<file path="config.mk">
export PLATFORM = sky130hd
export DESIGN_NAME = ptrcpu_core
export DESIGN_NICKNAME = d
export VERILOG_FILES = /design/src/rtl/ptrcpu_pkg.sv /design/src/rtl/ptrcpu_regfile.sv /design/src/rtl/ptrcpu_brcond.sv /design/src/rtl/ptrcpu_ctrl.sv /design/src/rtl/ptrcpu_core.sv
export SDC_FILE = /design/constraint.sdc
export NUM_CORES = 1
export LEC_CHECK = 0
export ABC_AREA = 1
export BUFFER_PORTS_ARGS = -buffer_cell sky130_fd_sc_hd__clkbuf_2
export CORE_ASPECT_RATIO = 0.9
export CORE_UTILIZATION = 52
export DETAILED_ROUTE_END_ITERATION = 8
export PLACE_DENSITY = 0.7
export SLEW_MARGIN = 20
export SYNTH_ARGS = -nofsm -noshare
export SYNTH_HDL_FRONTEND = slang
export SYNTH_SLANG_ARGS = --single-unit
</file>
<file path="constraint.sdc">
create_clock -name clk -period 24.2 [get_ports clk]
set_clock_uncertainty 0.1 [all_clocks]
set_input_delay 3.63 -clock clk [delete_from_list [all_inputs] [get_ports clk]]
set_output_delay 3.63 -clock clk [all_outputs]
set_load 0.01 [all_outputs]
</file>
<file path="src/rtl/ptrcpu_pkg.sv">
package ptrcpu_pkg;

    typedef enum logic [2:0] {
        ST_FETCH,
        ST_EXEC,
        ST_BRANCH,
        ST_POSTINC,
        ST_IDLE
    } cpu_state_e;

    typedef enum logic [1:0] {
        SEL_N,
        SEL_P,
        SEL_X
    } reg_sel_e;

    typedef enum logic [1:0] {
        RF_HOLD,
        RF_INC,
        RF_DEC,
        RF_SETLO
    } rf_op_e;

    typedef enum logic [1:0] {
        DSRC_NONE,
        DSRC_MEM,
        DSRC_DEV
    } d_src_e;

    localparam logic [3:0] GRP_LOAD   = 4'h0;
    localparam logic [3:0] GRP_INC    = 4'h1;
    localparam logic [3:0] GRP_DEC    = 4'h2;
    localparam logic [3:0] GRP_BRANCH = 4'h3;
    localparam logic [3:0] GRP_LDINC  = 4'h4;
    localparam logic [3:0] GRP_STORE  = 4'h5;
    localparam logic [3:0] GRP_IO     = 4'h6;

endpackage

</file>
<file path="src/rtl/ptrcpu_regfile.sv">
module ptrcpu_regfile
    import ptrcpu_pkg::*;
#(
    parameter int NREG  = 16,
    parameter int AW    = 16,
    parameter int DW    = 8,
    localparam int SEL_W = $clog2(NREG)
) (
    input  logic             clk,
    input  logic             rst_n,
    input  logic [SEL_W-1:0] sel,
    input  rf_op_e           op,
    input  logic [DW-1:0]    lo_byte,
    output logic [AW-1:0]    rdata
);

    logic [AW-1:0] regs [NREG];

    for (genvar i = 0; i < NREG; i++) begin : g_reg
        logic [AW-1:0] q;
        always_ff @(posedge clk or negedge rst_n) begin
            if (!rst_n) begin
                q <= '0;
            end else if (sel == SEL_W'(i)) begin
                unique case (op)
                    RF_HOLD:  q <= q;
                    RF_INC:   q <= q + AW'(1);
                    RF_DEC:   q <= q - AW'(1);
                    RF_SETLO: q <= {q[AW-1:DW], lo_byte};
                    default:  q <= q;
                endcase
            end
        end
        assign regs[i] = q;
    end

    assign rdata = regs[sel];

    AST_INC_WRAPS: assert property (@(posedge clk) disable iff (!rst_n)
        (op == RF_INC) |=> (regs[$past(sel)] == AW'($past(rdata) + AW'(1))));
    AST_DEC_WRAPS: assert property (@(posedge clk) disable iff (!rst_n)
        (op == RF_DEC) |=> (regs[$past(sel)] == AW'($past(rdata) - AW'(1))));
    AST_SETLO_KEEPS_HIGH: assert property (@(posedge clk) disable iff (!rst_n)
        (op == RF_SETLO) |=> (regs[$past(sel)][AW-1:DW] == $past(rdata[AW-1:DW])));

endmodule

</file>
<file path="src/rtl/ptrcpu_brcond.sv">
module ptrcpu_brcond #(
    parameter int DW = 8
) (
    input  logic [3:0]    cond_code,
    input  logic [DW-1:0] acc,
    output logic          take
);

    always_comb begin
        case (cond_code)
            4'h0:    take = 1'b1;
            4'h2:    take = (acc == '0);
            default: take = 1'b0;
        endcase
    end

endmodule

</file>
<file path="src/rtl/ptrcpu_ctrl.sv">
module ptrcpu_ctrl
    import ptrcpu_pkg::*;
#(
    parameter int DW    = 8,
    parameter int SEL_W = 4
) (
    input  logic             clk,
    input  logic             rst_n,
    input  logic [DW-1:0]    mem_rdata,
    input  logic             wake_req,
    input  logic             take,
    output logic [SEL_W-1:0] ir_n,
    output reg_sel_e         sel,
    output rf_op_e           rf_op,
    output d_src_e           d_src,
    output logic             b_ld,
    output logic             mem_we,
    output logic             dev_we,
    output logic             done,
    output logic             idle
);

    cpu_state_e state, nxt;
    logic [DW-1:0]    ir_q;
    logic             ir_ld;
    logic [DW-SEL_W-1:0] grp;

    assign ir_n = ir_q[SEL_W-1:0];
    assign grp  = ir_q[DW-1:SEL_W];

    always_ff @(posedge clk or negedge rst_n) begin
        if (!rst_n) begin
            state <= ST_FETCH;
            ir_q  <= '0;
        end else begin
            state <= nxt;
            if (ir_ld) ir_q <= mem_rdata;
        end
    end

    always_comb begin
        nxt    = state;
        sel    = SEL_P;
        rf_op  = RF_HOLD;
        d_src  = DSRC_NONE;
        b_ld   = 1'b0;
        ir_ld  = 1'b0;
        mem_we = 1'b0;
        dev_we = 1'b0;
        done   = 1'b0;
        idle   = 1'b0;
        unique case (state)
            ST_FETCH: begin
                sel   = SEL_P;
                rf_op = RF_INC;
                ir_ld = 1'b1;
                nxt   = ST_EXEC;
            end
            ST_EXEC: begin
                nxt  = ST_FETCH;
                done = 1'b1;
                case (grp)
                    GRP_LOAD: begin
                        if (ir_n == '0) begin
                            done = 1'b0;
                            nxt  = ST_IDLE;
                        end else begin
                            sel   = SEL_N;
                            d_src = DSRC_MEM;
                        end
                    end
                    GRP_INC: begin
                        sel   = SEL_N;
                        rf_op = RF_INC;
                    end
                    GRP_DEC: begin
                        sel   = SEL_N;
                        rf_op = RF_DEC;
                    end
                    GRP_BRANCH: begin
                        sel  = SEL_P;
                        b_ld = 1'b1;
                        done = 1'b0;
                        nxt  = ST_BRANCH;
                    end
                    GRP_LDINC: begin
                        sel   = SEL_N;
                        d_src = DSRC_MEM;
                        done  = 1'b0;
                        nxt   = ST_POSTINC;
                    end
                    GRP_STORE: begin
                        sel    = SEL_N;
                        mem_we = 1'b1;
                    end
                    GRP_IO: begin
                        if (ir_n[SEL_W-1]) begin
                            d_src = DSRC_DEV;
                        end else begin
                            sel    = SEL_X;
                            rf_op  = RF_INC;
                            dev_we = (ir_n != '0);
                        end
                    end
                    default: ;
                endcase
            end
            ST_BRANCH: begin
                sel   = SEL_P;
                rf_op = take ? RF_SETLO : RF_INC;
                done  = 1'b1;
                nxt   = ST_FETCH;
            end
            ST_POSTINC: begin
                sel   = SEL_N;
                rf_op = RF_INC;
                done  = 1'b1;
                nxt   = ST_FETCH;
            end
            ST_IDLE: begin
                idle = 1'b1;
                if (wake_req) nxt = ST_FETCH;
            end
            default: nxt = ST_FETCH;
        endcase
    end

    AST_FETCH_ADVANCES: assert property (@(posedge clk) disable iff (!rst_n)
        (state == ST_FETCH) |=> (state == ST_EXEC));
    AST_DONE_THEN_FETCH: assert property (@(posedge clk) disable iff (!rst_n)
        done |=> (state == ST_FETCH));
    AST_IDLE_HOLDS: assert property (@(posedge clk) disable iff (!rst_n)
        (state == ST_IDLE && !wake_req) |=> (state == ST_IDLE));
    AST_IDLE_WAKES: assert property (@(posedge clk) disable iff (!rst_n)
        (state == ST_IDLE && wake_req) |=> (state == ST_FETCH));

endmodule

</file>
<file path="src/rtl/ptrcpu_core.sv">
module ptrcpu_core
    import ptrcpu_pkg::*;
#(
    parameter int DW     = 8,
    parameter int AW     = 16,
    parameter int NREG   = 16,
    parameter int PC_SEL = 0,
    parameter int DP_SEL = 1
) (
    input  logic          clk,
    input  logic          rst_n,
    output logic [AW-1:0] mem_addr,
    input  logic [DW-1:0] mem_rdata,
    output logic [DW-1:0] mem_wdata,
    output logic          mem_we,
    input  logic [DW-1:0] dev_in,
    output logic [DW-1:0] dev_out,
    output logic          dev_we,
    input  logic          wake_req,
    output logic          done,
    output logic          idle
);

    localparam int SEL_W = $clog2(NREG);

    logic [SEL_W-1:0] ir_n;
    logic [SEL_W-1:0] sel_idx;
    reg_sel_e         sel;
    rf_op_e           rf_op;
    d_src_e           d_src;
    logic             b_ld;
    logic             take;
    logic [DW-1:0]    d_q;
    logic [DW-1:0]    b_q;
    logic [AW-1:0]    rf_rdata;

    ptrcpu_ctrl #(.DW(DW), .SEL_W(SEL_W)) u_ctrl (
        .clk      (clk),
        .rst_n    (rst_n),
        .mem_rdata(mem_rdata),
        .wake_req (wake_req),
        .take     (take),
        .ir_n     (ir_n),
        .sel      (sel),
        .rf_op    (rf_op),
        .d_src    (d_src),
        .b_ld     (b_ld),
        .mem_we   (mem_we),
        .dev_we   (dev_we),
        .done     (done),
        .idle     (idle)
    );

    always_comb begin
        unique case (sel)
            SEL_N:   sel_idx = ir_n;
            SEL_P:   sel_idx = SEL_W'(PC_SEL);
            SEL_X:   sel_idx = SEL_W'(DP_SEL);
            default: sel_idx = ir_n;
        endcase
    end

    ptrcpu_regfile #(.NREG(NREG), .AW(AW), .DW(DW)) u_regs (
        .clk    (clk),
        .rst_n  (rst_n),
        .sel    (sel_idx),
        .op     (rf_op),
        .lo_byte(b_q),
        .rdata  (rf_rdata)
    );

    ptrcpu_brcond #(.DW(DW)) u_cond (
        .cond_code(ir_n),
        .acc      (d_q),
        .take     (take)
    );

    always_ff @(posedge clk or negedge rst_n) begin
        if (!rst_n) begin
            d_q <= '0;
            b_q <= '0;
        end else begin
            unique case (d_src)
                DSRC_MEM: d_q <= mem_rdata;
                DSRC_DEV: d_q <= dev_in;
                default:  d_q <= d_q;
            endcase
            if (b_ld) b_q <= mem_rdata;
        end
    end

    assign mem_addr  = rf_rdata;
    assign mem_wdata = d_q;
    assign dev_out   = mem_rdata;

    AST_STROBES_EXCLUSIVE: assert property (@(posedge clk) disable iff (!rst_n)
        !(mem_we && dev_we));
    AST_IDLE_NO_WRITE: assert property (@(posedge clk) disable iff (!rst_n)
        idle |-> (!mem_we && !dev_we && !done));
    AST_STORE_NOT_BACKTOBACK: assert property (@(posedge clk) disable iff (!rst_n)
        mem_we |=> !mem_we);
    AST_OUT_NOT_BACKTOBACK: assert property (@(posedge clk) disable iff (!rst_n)
        dev_we |=> !dev_we);

endmodule

</file>
# After elaboration in Yosys (flattened, before gate mapping)
# Index checks and enable logic that the tools add are counted.
[word_totals]
reg_bits = 283
word_cells = 200
output_inout_bits = 36
[op_classes]
n_lt_le_gt_ge = 1
bitwise = 3
n_eq_ne = 34
reduce_logical = 44
n_addsub = 32
n_mux = 50
[op_table]
columns = ["operator", "n"]
rows = [
  ["one-hot mux 16 bit (3 select lines)", 16],
  ["adder 16 x 1 -> 16 bit (second input constant)", 16],
  ["subtractor 16 x 1 -> 16 bit (second input constant)", 16],
  ["binary-select mux 16 bit (select 4 bit)", 1],
  ["AND reduction 3 bit", 16],
  ["equality test 4 bit (second input constant)", 8],
  ["two-way mux 16 bit", 2],
  ["AND reduction 2 bit", 16],
  ["equality test 4 x 3 -> 1 bit (second input constant)", 7],
  ["one-hot mux 2 bit (3 select lines)", 4],
  ["equality test 4 x 2 -> 1 bit (second input constant)", 5],
  ["one-hot mux 3 bit (3 select lines)", 2],
  ["one-hot mux 8 bit (2 select lines)", 1],
  ["two-way mux 1 bit", 13],
  ["logical NOT 4 bit", 3],
  ["equality test 2 bit (second input constant)", 4],
  ["equality test 4 x 1 -> 1 bit (second input constant)", 2],
  ["logical NOT 8 bit", 1],
  ["two-way mux 2 bit", 4],
  ["one-hot mux 4 bit (2 select lines)", 1],
  ["equality test 2 x 1 -> 1 bit (second input constant)", 3],
  ["equality test 3 x 2 -> 1 bit (second input constant)", 2],
  ["two-way mux 3 bit", 2],
  ["one-hot mux 1 bit (2 select lines)", 3],
  ["13 further kinds", 16],
]

# Depth between registers and ports, before layout
[logic_depth]
depth_word = 10
mapped_depth = 19

# Hierarchy
# A second synthesis with hierarchy kept.
[unflattened]
hier_cells = 5260
area_unflattened_um2 = 29139.2
[by_module_without_submodules]
columns = ["module", "instances", "seq_area_each_um2", "area_each_um2", "cells_each"]
rows = [
  ["ptrcpu_regfile", 1, 6406.1, 27471.3, 5032],
  ["ptrcpu_core", 1, 400.4, 907.1, 115],
  ["ptrcpu_ctrl", 1, 275.3, 695.7, 96],
  ["ptrcpu_brcond", 1, 0.0, 65.1, 17],
]

# Least setup slack after synthesis
# OpenSTA, ideal clock, no wires.
[synth_timing]
path_type = "register to register"
start = "reg u_ctrl.ir_q[3]"
end = "reg u_regs.g_reg[7].q[4]"
setup_slack_ps = 16257
path_buffers = 0
synth_period_minus_slack_ps = 7943
path_stages_with_launch = 13
arrival_time_ps = 7713
cell_sequence = "dfrtp_1 -> nor2_1 -> nand2_1 -> nor3_1 -> nand2_1 -> nand2_1 -> ha_1 -> ha_1 -> or2_2 -> and2_1 -> or2_2 -> nand3_1 -> a22oi_1"
[synth_between]
elab_chain_len = 8
[synth_rtl]
columns = ["item", "line", "source"]
rows = [
  ["from (decl)", "ptrcpu_ctrl.sv:24", "logic [DW-1:0] ir_q;"],
  ["from (signal assigned)", "ptrcpu_ctrl.sv:37", "if (ir_ld) ir_q <= mem_rdata;"],
  ["logical NOT 4 bit", "ptrcpu_brcond.sv:10, ptrcpu_ctrl.sv:64", ""],
  ["two-way mux 1 bit", "ptrcpu_ctrl.sv:64", "if (ir_n == '0) begin"],
  ["one-hot mux 2 bit (3 select lines)", "ptrcpu_ctrl.sv:62", "case (grp)"],
  ["one-hot mux 2 bit (2 select lines)", "ptrcpu_ctrl.sv:52", "unique case (state)"],
  ["equality test 2 bit or equality test 2 x 1 -> 1 bit (tied branches)", "ptrcpu_core.sv:55", "unique case (sel)"],
  ["one-hot mux 4 bit (2 select lines)", "ptrcpu_core.sv:55", ""],
  ["equality test 4 x 3 -> 1 bit", "ptrcpu_regfile.sv:24", "end else if (sel == SEL_W'(i)) begin"],
  ["AND reduction 2 bit (no line)", "-", ""],
  ["to (signal assigned)", "ptrcpu_regfile.sv:26", "RF_HOLD: q <= q;"],
  ["to (signal assigned)", "ptrcpu_regfile.sv:27", "RF_INC: q <= q + AW'(1);"],
  ["to (signal assigned)", "ptrcpu_regfile.sv:28", "RF_DEC: q <= q - AW'(1);"],
  ["to (decl)", "ptrcpu_regfile.sv:20", "logic [AW-1:0] q;"],
]
# Parallel ways exist; a longest one is shown, timed or not.
# A chain may end at the register's enable or synchronous reset.

# Final worst setup path
[layout_timing]
start = "reg u_ctrl.ir_q[3]"
end = "out mem_addr[1]"
[layout_between]
elab_chain_len = 10
[layout_rtl]
columns = ["item", "line", "source"]
rows = [
  ["logical NOT 4 bit", "ptrcpu_ctrl.sv:64", ""],
  ["two-way mux 1 bit", "ptrcpu_ctrl.sv:64", ""],
  ["one-hot mux 2 bit (3 select lines)", "ptrcpu_ctrl.sv:62", ""],
  ["one-hot mux 2 bit (2 select lines)", "ptrcpu_ctrl.sv:52", ""],
  ["equality test 2 bit or equality test 2 x 1 -> 1 bit (tied branches)", "ptrcpu_core.sv:55", ""],
  ["one-hot mux 4 bit (2 select lines) *", "ptrcpu_core.sv:55", ""],
  ["NOT 4 -> 5 bit (implied by the code) *", "ptrcpu_regfile.sv:37", "assign rdata = regs[sel];"],
  ["binary-select mux 16 bit (select 4 bit) *", "ptrcpu_regfile.sv:37", ""],
  ["two-way mux 16 bit (implied by the code) * (2 in a row)", "ptrcpu_regfile.sv:37", ""],
  ["to (decl)", "ptrcpu_core.sv:12", "output logic [AW-1:0] mem_addr,"],
]
# Mark *: on every way between the ends. The rest lies on a longest branch, timed or not. The select of a mux whose other input is x is not followed.

==> qor.yml <==
synthesis:
  synthesis.nets: 4999
  ys_ff_latch: 283
  avgSynthCellArea_um2: 6.05
  synth_edf_count: 0
  synth.top_cell.area_share_pct: 26.1
  synth_top_cell_by_area: "nand2_1"
  yosys_warnings: 0
  ys_top_cells_by_area: "nand2_1 26%, dfrtp_1 25%, ha_1 10%, inv_1 8.7%, nand3_1 7.0%"
  synth_top_flop_cell: "dfrtp_1"
  async_reset_ff_share_pct: 100
  syn-cell-area_mm2: 0.0286
  syn_inst: 4735
  yosysUniqueCellTypes: 46
  yosysSeqAreaShare_pct: 24.7
cells_and_area:
  antenna_cells: 0
  layout-drive-gt1-share_pct: 5.43
  area_growth_pct: 7.50
  layout.nets: 5026
timing:
  tns_ps: 0
  fin_crit_ps: 8170
  final_max_slew_viol_count: 0
  holdWs_ps: 388
  worstMarginPinSlew_ps: 1120
  hold_violations: 0
  rsz0062_at_grt: "no"
  min_period_over_period_pct: 33.8
  setup_violations: 0
  max_freq_mhz: 122
  relSlewSlack_pct: 25.3
grt:
  grt_pass1_wl_mm: 152
  grt_pass1_vias: 26500
  grt_use_total_pct: 34.7
  grt_max_degree: 144
  grt-ovfl-total: 0
  antenna_found_initial: 0
cts:
  cts_htree_levels: 2
  holdBufCountCts: 0
  cts.path.max_buffers: 3
  cts_sinks: 283
  path_clk_slew_ps: 60
  ctsResizeCount: 0
  cts_made_buffers: 38
  root_buffer: "clkbuf_16"
  cts_setup_buffers: 0
  cts_tree: "yes"
  clk_latency_ps: 580
die:
  core_area_mm2: 0.0544
  initial_utilization_pct: 52.6
  die_w_um: 249
  die_y_um: 225
  fp.dieArea_mm2: 0.0560
  io_pins: 55
  num_rows: 81
run:
  max-cap-violations: 0
place:
  io_buffers: 54
  hpwl_mm: 75.1
  place_congestion: 1.02
worst_setup_path:
  ff2ff_path_depth: 13
  timing.rr.end: "u_regs.g_reg[0].q[4]$_DFFE_PN0P_"
  cp-start-kind: "flop"
  end_kind: "output pin"
  critical_path_arrival_ps: 4440
  max_stage_delay_ps: 780
  worstPathRequired_ps: 20470
  critical-path-slowest-cell: "nor2_8"
  path_class: "flop to output pin"
  critPathLaunch: "u_ctrl.ir_q[3]$_DFFE_PN0P_"
  ff2ff_setup_slack_ps: 19350
  timing.rr.start: "u_ctrl.ir_q[3]$_DFFE_PN0P_"
  cp_common_cell: "nand2_1"
  worstPathCellList: "nor2_1 > nand3_1 > inv_1 > nand2_1 > o2111ai_1 > o21ai_0 > ha_1 > inv_2 > nand2_1 > nand2_2 > nor2_8 > nand2_1 > nand4_1 > nand2_1 > nand4_1 > clkbuf_2"
  cp-endpoint: "mem_addr[1]"
  path_max_fanout: 63
power:
  p_per_area_mw_per_mm2: 84.4
  p_leak_uw: 0.0186
  max-vdd-ir-drop_uv: 69.0
drt:
  first_pass_iters: 6
  via_per_inst: 5.45
  routed-via-count: 30000
  wire_per_inst_um: 17.8
  ant_nets: 0
  drc: 0
  drt_iter0_markers: 2911
  finalWirelength_mm: 97.5
hold_path:
  hold_path.class: "flop to flop"
  min_from: "b_q[1]$_DFFE_PN0P_"
outcome:
  status: "complete, no violations"
## through the flow
step | instances | utilization (%) | area, um^2 | total power [uW] | setup WS (ps)
floorplan | 4735 | - | 28700 | 1590 | 16260
global placement | 5427 | 54.2 | 29500 | 1970 | 16630
detailed placement | 5427 | 54.2 | 29500 | 1980 | 16630
CTS | 5495 | 56.6 | 30800 | 2580 | 16080
global route | 5495 | 56.6 | 30800 | 2760 | 15740
finish | 5495 | 56.6 | 30800 | 2600 | 16030
## cell type report
| cell class | count | area [um^2] |
|---|---|---|
| clock buffer | 53 | 1110 |
| clock inverter | 15 | 183 |
| fill | 5514 | 23600 |
| inverter | 686 | 2590 |
| multi-input combinational | 3688 | 18600 |
| sequential | 283 | 7080 |
| tap | 705 | 882 |
| timing repair buffer | 65 | 375 |
## how the worst min path moves through the flow
stage / endpoint / slack (ps) / cells after the start
5_1_grt: b_q[3]$_DFFE_PN0P_ / 410 / 2
3_5_place_dp: b_q[3]$_DFFE_PN0P_ / 370 / 2
2_1_floorplan: b_q[7]$_DFFE_PN0P_ / 350 / 2
3_3_place_gp: b_q[0]$_DFFE_PN0P_ / 370 / 2
4_1_cts: b_q[3]$_DFFE_PN0P_ / 390 / 2
6_report: b_q[1]$_DFFE_PN0P_ / 390 / 2
## power by group
| part | internal, uW | switching [uW] |
|---|---|---|
| logic | 400 | 849 |
| registers | 583 | 174 |
| clock network | 362 | 232 |
## synthesized netlist by cell type (2+ instances only)
cell type and n:
a21boi_0 5, a21boi_1 4, a21o_1 5, a21oi_1 156, a22oi_1 18, a2bb2oi_1 11, a31oi_1 24, and2_1 23
buf_1 6, buf_2 24, buf_4 16, buf_6 6, clkbuf_1 26, dfrtp_1 283, fa_1 16, ha_1 229
inv_1 666, inv_2 14, inv_4 5, nand2_1 1990, nand2_2 6, nand2_4 8, nand3_1 401, nand3_2 13
nand3b_1 96, nand4_1 61, nor2_1 354, nor2_4 18, nor2_8 7, nor3_1 52, nor3_4 4, nor4_1 2
o2111ai_1 2, o21a_1 5, o21ai_0 90, o21ai_1 16, or2_2 50, xor2_1 15
## placed cells by master (no fill, tap or decap), types with 14 or more instances in the layout
cell          n
inv_1       665
inv_2        14
a21oi_1     156
nor2_4       18
nor3_1       52
nand4_1      61
nand2_1    1990
or2_2        50
ha_1        227
nand3b_1     96
a22oi_1      18
o21ai_1      16
a31oi_1      24
dfrtp_1     283
nor2_1      354
and2_1       23
xor2_1       15
fa_1         16
clkbuf_2     53
clkbuf_16    39
o21ai_0      90
nand3_1     401
## critical path: cells and delay by family (launching register included)
family | cells | cell delay, ps
simple gates | 10 | 2300
flops | 1 | 490
compound gates | 2 | 200
fa+ha+maj | 1 | 510
buf+inv | 3 | 350
## sequential cells by signal, summed over array words and instances, names as in the netlist
name	count
u_regs.g.q	256
b_q	8
mem_wdata	8
u_ctrl.ir_q	8
u_ctrl.state	3
## routing by layer
metal | global-route usage [%] | up-vias | wire (um)
met5 | 0 | - | 0
met4 | 18.2 | 0 | 5640
met3 | 6.21 | 210 | 9040
met2 | 50.9 | 1089 | 39400
met1 | 48.6 | 13600 | 43500
li1 | - | 15100 | -
## kinds of logic after synthesis
logic type	count (synthesis)	share of synthesized area [%]
AOI/OAI and AO/OA	338	6.52
xor gates and xnor gates	16	0.489
adders and majority gates	245	11.1
buffers and inverters	764	10.5
DFF	283	24.7
and+or+nand+nor	3089	46.6
Power figures use the tool's default switching activity.
